## config.mk

```make
export PLATFORM = sky130hd
export DESIGN_NAME = irq_prio_resolver
export DESIGN_NICKNAME = d
export VERILOG_FILES = /design/src/rtl/irq_prio_pkg.sv /design/src/rtl/irq_prio_cfg.sv /design/src/rtl/irq_pair_pick.sv /design/src/rtl/irq_group_arb.sv /design/src/rtl/irq_prio_resolver.sv
export SDC_FILE = /design/constraint.sdc
export NUM_CORES = 1
export LEC_CHECK = 0
export ABC_AREA = 1
export CAP_MARGIN = 20
export CORE_MARGIN = 5
export CORE_UTILIZATION = 40
export CTS_CLUSTER_SIZE = 25
export DETAILED_ROUTE_END_ITERATION = 6
export GPL_TIMING_DRIVEN = 0
export HOLD_SLACK_MARGIN = 0.02
export PLACE_DENSITY = 0.78
export SLEW_MARGIN = 20
export SYNTH_ARGS = -nofsm -noshare
export SYNTH_HDL_FRONTEND = slang
export SYNTH_SLANG_ARGS = --single-unit
```

## constraint.sdc

```tcl
create_clock -name clk -period 4.5 [get_ports clk]
set_clock_uncertainty 0.15 [all_clocks]
set_input_delay 0.9 -clock clk [delete_from_list [all_inputs] [get_ports clk]]
set_output_delay 0.9 -clock clk [all_outputs]
set_load 0.03 [all_outputs]
```

## src/rtl/irq_prio_pkg.sv

```systemverilog
package irq_prio_pkg;

    localparam int unsigned NUM_SRC = 6;
    localparam int unsigned SRC_W   = $clog2(NUM_SRC);
    localparam int unsigned NUM_GRP = 3;
    localparam int unsigned CFG_W   = 8;
    localparam int unsigned CODE_W  = 3;

    typedef logic [SRC_W-1:0] src_id_t;

    typedef enum logic [1:0] {
        GRP_A = 2'd0,
        GRP_B = 2'd1,
        GRP_C = 2'd2
    } grp_t;

    typedef struct packed {
        logic [CODE_W-1:0] order_code;
        logic              swap_a;
        logic              swap_b;
        logic              swap_c;
    } prio_cfg_t;

    typedef struct packed {
        logic ok;
        grp_t first;
        grp_t second;
        grp_t third;
    } grp_order_t;

    typedef struct packed {
        logic    valid;
        src_id_t id;
    } grant_t;

    // member that wins inside a group when its swap bit is 0
    function automatic src_id_t grp_primary(grp_t g);
        case (g)
            GRP_A:   return src_id_t'(5);
            GRP_B:   return src_id_t'(2);
            default: return src_id_t'(1);
        endcase
    endfunction

    // member that wins inside a group when its swap bit is 1
    function automatic src_id_t grp_alternate(grp_t g);
        case (g)
            GRP_A:   return src_id_t'(3);
            GRP_B:   return src_id_t'(0);
            default: return src_id_t'(4);
        endcase
    endfunction

    function automatic grp_order_t decode_order(logic [CODE_W-1:0] code);
        grp_order_t o;
        o = '{ok: 1'b1, first: GRP_A, second: GRP_B, third: GRP_C};
        case (code)
            3'b001:  begin o.first = GRP_C; o.second = GRP_A; o.third = GRP_B; end
            3'b010:  begin o.first = GRP_A; o.second = GRP_B; o.third = GRP_C; end
            3'b011:  begin o.first = GRP_A; o.second = GRP_C; o.third = GRP_B; end
            3'b100:  begin o.first = GRP_B; o.second = GRP_C; o.third = GRP_A; end
            3'b101:  begin o.first = GRP_C; o.second = GRP_B; o.third = GRP_A; end
            3'b110:  begin o.first = GRP_B; o.second = GRP_A; o.third = GRP_C; end
            default: o.ok = 1'b0;
        endcase
        return o;
    endfunction

endpackage

```

## src/rtl/irq_prio_cfg.sv

```systemverilog
module irq_prio_cfg
    import irq_prio_pkg::*;
(
    input  logic             clk,
    input  logic             rst_n,
    input  logic             we_i,
    input  logic [CFG_W-1:0] wdata_i,
    output prio_cfg_t        cfg_o
);

    prio_cfg_t cfg_d, cfg_q;
    logic      accept;

    always_comb begin
        accept = we_i && (wdata_i[7:6] == 2'b00);
        cfg_d  = cfg_q;
        if (accept) begin
            cfg_d.order_code = {wdata_i[4], wdata_i[3], wdata_i[0]};
            cfg_d.swap_a     = wdata_i[5];
            cfg_d.swap_b     = wdata_i[2];
            cfg_d.swap_c     = wdata_i[1];
        end
    end

    always_ff @(posedge clk or negedge rst_n) begin
        if (!rst_n) cfg_q <= '0;
        else        cfg_q <= cfg_d;
    end

    assign cfg_o = cfg_q;


    rsvd_write_drop_chk: assert property (@(posedge clk) disable iff (!rst_n)
        (we_i && (wdata_i[7:6] != 2'b00)) |=> $stable(cfg_q));

endmodule

```

## src/rtl/irq_pair_pick.sv

```systemverilog
module irq_pair_pick
    import irq_prio_pkg::*;
#(
    parameter src_id_t FAV_ID = src_id_t'(5),
    parameter src_id_t ALT_ID = src_id_t'(3)
) (
    input  logic [NUM_SRC-1:0] elig_i,
    input  logic               swap_i,
    output logic               any_o,
    output src_id_t            id_o
);

    src_id_t lead, trail;

    always_comb begin
        lead  = swap_i ? ALT_ID : FAV_ID;
        trail = swap_i ? FAV_ID : ALT_ID;
        any_o = elig_i[FAV_ID] | elig_i[ALT_ID];
        id_o  = elig_i[lead] ? lead : trail;

        if (any_o) begin
            pair_member_chk: assert ((id_o == FAV_ID) || (id_o == ALT_ID));
            pair_elig_chk:   assert (elig_i[id_o]);
        end
    end

endmodule

```

## src/rtl/irq_group_arb.sv

```systemverilog
module irq_group_arb
    import irq_prio_pkg::*;
(
    input  grp_order_t                     order_i,
    input  logic [NUM_GRP-1:0]             grp_any_i,
    input  logic [NUM_GRP-1:0][SRC_W-1:0]  grp_id_i,
    output logic                           valid_o,
    output src_id_t                        id_o
);

    grp_t               rank [NUM_GRP];
    logic [NUM_GRP-1:0] pick_mask;

    always_comb begin
        rank[0]   = order_i.first;
        rank[1]   = order_i.second;
        rank[2]   = order_i.third;
        pick_mask = '0;
        valid_o   = 1'b0;
        id_o      = '0;
        if (order_i.ok) begin
            for (int r = 0; r < NUM_GRP; r++) begin
                if (!valid_o && grp_any_i[rank[r]]) begin
                    valid_o         = 1'b1;
                    id_o            = grp_id_i[rank[r]];
                    pick_mask[rank[r]] = 1'b1;
                end
            end
        end

        one_group_chk: assert ($onehot0(pick_mask));
    end

endmodule

```

## src/rtl/irq_prio_resolver.sv

```systemverilog
module irq_prio_resolver
    import irq_prio_pkg::*;
(
    input  logic               clk,
    input  logic               rst_n,
    input  logic               cfg_we,
    input  logic [CFG_W-1:0]   cfg_wdata,
    input  logic [NUM_SRC-1:0] req_pending,
    input  logic [NUM_SRC-1:0] req_enable,
    output logic               grant_valid,
    output logic [SRC_W-1:0]   grant_id
);

    prio_cfg_t                     cfg;
    grp_order_t                    order;
    logic [NUM_SRC-1:0]            elig;
    logic [NUM_GRP-1:0]            swap_vec;
    logic [NUM_GRP-1:0]            grp_any;
    logic [NUM_GRP-1:0][SRC_W-1:0] grp_id;
    logic                          win_valid;
    src_id_t                       win_id;
    grant_t                        out_d, out_q;

    irq_prio_cfg u_cfg (
        .clk     (clk),
        .rst_n   (rst_n),
        .we_i    (cfg_we),
        .wdata_i (cfg_wdata),
        .cfg_o   (cfg)
    );

    assign elig     = req_pending & req_enable;
    assign order    = decode_order(cfg.order_code);
    assign swap_vec = {cfg.swap_c, cfg.swap_b, cfg.swap_a};

    for (genvar g = 0; g < NUM_GRP; g++) begin : g_pair
        irq_pair_pick #(
            .FAV_ID (grp_primary(grp_t'(g))),
            .ALT_ID (grp_alternate(grp_t'(g)))
        ) u_pick (
            .elig_i (elig),
            .swap_i (swap_vec[g]),
            .any_o  (grp_any[g]),
            .id_o   (grp_id[g])
        );
    end

    irq_group_arb u_arb (
        .order_i   (order),
        .grp_any_i (grp_any),
        .grp_id_i  (grp_id),
        .valid_o   (win_valid),
        .id_o      (win_id)
    );

    always_comb begin
        out_d.valid = win_valid;
        out_d.id    = win_valid ? win_id : '0;
    end

    always_ff @(posedge clk or negedge rst_n) begin
        if (!rst_n) out_q <= '0;
        else        out_q <= out_d;
    end

    assign grant_valid = out_q.valid;
    assign grant_id    = out_q.id;


    rsvd_code_idle_chk: assert property (@(posedge clk) disable iff (!rst_n)
        !order.ok |=> !grant_valid);


    none_elig_idle_chk: assert property (@(posedge clk) disable iff (!rst_n)
        (elig == '0) |=> !grant_valid);


    elig_grants_chk: assert property (@(posedge clk) disable iff (!rst_n)
        (order.ok && (elig != '0)) |=> grant_valid);


    grant_was_elig_chk: assert property (@(posedge clk) disable iff (!rst_n)
        grant_valid |-> ((($past(elig) >> grant_id) & 6'd1) != 6'd0));

endmodule

```

==> summary.txt <==
Floorplanning
  – Top-level port count: 27
  – Placeable core region: 1900 um2
  – FP Rows: 16
  – Effective utilization at floorplan: between 40% and 50%
  – Vert. Die Dim: between 50 and 60 um
  – Width of the die: ~54 um
  – Total Die Area: 2910 um2

STA
  – Worst max-slew margin expressed relative to the limit: a little over two thirds
  – Slew at the pin with the worst max-slew slack: around 440 ps
  – RSZ-0062 raised after global routing: false
  – Share of the cycle needed by the critical path after routing: 51.3%
  – Final Hold Violating Endpoints: 0
  – Clock period minus final worst setup slack: 2310 ps
  – Count of final max-slew check failures: 0
  – Setup Total Neg Slack: 0 ps
  – Fmax: 433 MHz
  – Number of setup violations in the final report: 0

GRT
  – Overall Global Routing Usage: 15.1%
  – Maximum number of pins on one net before global-route repair: 11
  – Global-route wire length before repair: ~3300 um
  – Vias in the first global route: 860
  – Initial antenna violation count: 0
  – Residual overflow from global routing: 0

Logic synthesis
  – Post-Synth Adder-Cell Area: 0%
  – Share of synthesized area spent on multiplexers: roughly 2.9%
  – Post-synthesis register bit count: 10
  – Xor/xnor share of the synthesized area: 0%
  – Cell type with the largest total area after synthesis: sky130_fd_sc_hd__dfrtp_1
  – Net count of the mapped netlist: ~150
  – Yosys Warn Count: 0
  – Count of cell types in the netlist: 18
  – Yosys top cell area share: around a third
  – Top_reg_cell synth: sky130_fd_sc_hd__dfrtp_1
  – Share of synthesized area occupied by flip-flops and latches: 32.4%
  – Instance count of the mapped netlist: around 120
  – Post-synthesis share of cell area spent on and, or, nand and nor gates: a little under half
  – Top post-synthesis cells by count: sky130_fd_sc_hd__nand2_1, sky130_fd_sc_hd__nor2_1, sky130_fd_sc_hd__inv_1, sky130_fd_sc_hd__nand3_1, sky130_fd_sc_hd__dfrtp_1
  – Cell types occupying the most area after synthesis: sky130_fd_sc_hd__dfrtp_1, sky130_fd_sc_hd__nand2_1, sky130_fd_sc_hd__nor2_1, sky130_fd_sc_hd__nand3_1, sky130_fd_sc_hd__nand2_2
  – Share of synthesized registers carrying an async set or reset: 100%
  – Average size of a mapped cell: 6.34 um2
  – Cell with the most instances after synthesis: sky130_fd_sc_hd__nand2_1
  – Combinational family with the most area after synthesis: simple AND/OR/NAND/NOR gates
  – EDFF count, synth: 0
  – Area fraction in compound gates after synthesis: 9.55%
  – Cell area after technology mapping: between 700 and 800 um2

Final layout
  – Fin util: a little under three fifths
  – Number of fill cells in the layout: ~190
  – Number of nets in the layout: 176
  – Area growth from synthesis to layout: 40.9%
  – Layout cell share with drive strength beyond 1: approximately 14%
  – ANT cells: 0

Clock tree
  – Sinks on Clock Net: 10
  – Total setup buffers inserted after CTS: 0
  – Resized cells post-CTS: 0
  – Master cell of the clock root buffer: sky130_fd_sc_hd__clkbuf_4
  – Maximum clock insertion buffer count: 2
  – CTS tree: done
  – Cts bufs inserted: 3
  – Clk_lat worst skew: 260 ps
  – Hold-fix buffers, CTS: 0
  – Clock H-tree levels: 1
  – Clock-pin slew on the worst setup and hold paths: approximately 60 ps

Power
  – Combinational share of power: between 50 and 60%
  – Seq pwr share: 30.5%
  – Switching Power: around 180 uW
  – Leakage power summed over all cells: around 0.00056 uW
  – Internal Dissipation: ~240 uW
  – Peak ir drop on the vdd network: ~0.28 mV
  – Total power per unit cell area: about 380 nW/um2
  – Portion of total power attributed to the clock network: about 14%
  – Share of total power consumed by net switching: 43.0%
  – Total power of the final layout: ~410 uW

Placed design
  – Final weighted congestion in routability-driven placement: approximately 0.93
  – Total half-perimeter wirelength after legalization and detailed placement: 1590 um
  – PortBufs: 26

Routing
  – Number of detailed-route iterations in the first pass: 4
  – Drc violations: 0
  – Antenna Violating Nets Remaining: 0
  – Detailed Route Iter0 Violations: 33
  – Routed vias: 860
  – Detail-routed net length per standard cell: approximately 10 um
  – Wire length reported by the detailed router: approximately 1900 um
  – Average via count per standard cell: just under 5

Worst setup path
  – CP Capture Type: output pin
  – Crit path arrival time: 1260 ps
  – WP buf/inv: 1
  – Longest individual stage delay on the worst path: 670 ps
  – Cell with the largest stage delay on the worst path: sky130_fd_sc_hd__clkdlybuf4s50_1
  – Required time of the critical path: 3450 ps
  – Category of the critical setup timing path: flip-flop to output pin
  – Setup crit start kind: flip-flop
  – Crit path cell chain: clkdlybuf4s50_1
  – Biggest fanout along the worst timing path: 1
  – Kind of cell with the highest combined delay on the critical path: buffers and inverters

Run status
  – Result of the run: finished clean

Job
  – Max-cap violations: 0

Hold path
  – Kind of path behind the tightest hold check: flip-flop to flip-flop
## layer usage
| layer | share of wire, % | GRT usage, % | routed length, um |
|---|---|---|---|
| met2 | 55 | 28.4 | 1020 |
| met5 | 0 | 0 | 0 |
| met4 | 0.91 | 8.09 | 17 |
| met3 | 4.2 | 1.39 | 78 |
| met1 | 40 | 16.4 | 741 |
## per-stage QoR
step | hold slack (ps) | instances | area [um2] | setup slack [ps]
floorplan | 353 | 122 | 773 | 2620
global placement | 370 | 175 | 1070 | 2030
detailed placement | 383 | 175 | 1070 | 2000
CTS | 391 | 178 | 1090 | 2180
global route | 412 | 178 | 1090 | 2120
finish | 387 | 178 | 1090 | 2190
## layout make-up
type	count	area (um2)	area share, %
Multi-Input combinational cell	97	467	42.8
Tap cell	27	33.8	3.10
Sequential cell	10	250	23.0
Clock buffer	3	22.5	2.07
Timing Repair Buffer	26	260	23.9
Inverter	15	56.3	5.17
## worst reg2reg max path, delay by kind of cell (launching register included)
family,cells,cell delay (ps)
AO/OA/AOI/OAI,1,220
buffers and inverters,2,180
flip-flops,1,430
AND/OR/NAND/NOR,7,610
## registers in the layout, summed over array words and instances (netlist names)
register	count
grant_valid	1
grant_id	3
u_cfg.cfg_o	6
## kinds of logic after synthesis
kind of cell,count (synthesis)
AO/OA/AOI/OAI,14
buffers and inverters,15
flip-flops,10
multiplexers,2
AND/OR/NAND/NOR,81
## final timing paths
kind	startpoint	end	slack, ps	cells past startpoint
worst max-delay path	grant_valid	grant_valid	2190	1
worst min-delay path	u_cfg.cfg_o[2]	u_cfg.cfg_o[2]	390	2
worst max register to register	u_cfg.cfg_o[3]	grant_id[2]	2800	10
worst min register to register	u_cfg.cfg_o[2]	u_cfg.cfg_o[2]	390	2
max in group asynchronous	rst_n	u_cfg.cfg_o[4]	3100	1
min in group asynchronous	rst_n	grant_valid	800	1
## cells in the final DEF (no fill, tap or decap), drive strengths merged
cell            n
dfrtp          10
a21oi           8
nand4           1
clkbuf          3
nand3          13
mux2            2
nor2           19
o21ai           6
inv            15
nand2          45
or2             1
clkdlybuf4s50  26
nand3b          2
## power by group through the flow
stage | clock network (uW) | registers, uW | logic (uW)
2_1_floorplan | 0 | 156 | 124
4_1_cts | 60.3 | 126 | 230
6_report | 57.9 | 126 | 230
3_5_place_dp | 0 | 128 | 229
3_3_place_gp | 0 | 126 | 223
5_1_grt | 63.9 | 130 | 255
Power figures use the tool's default switching activity.
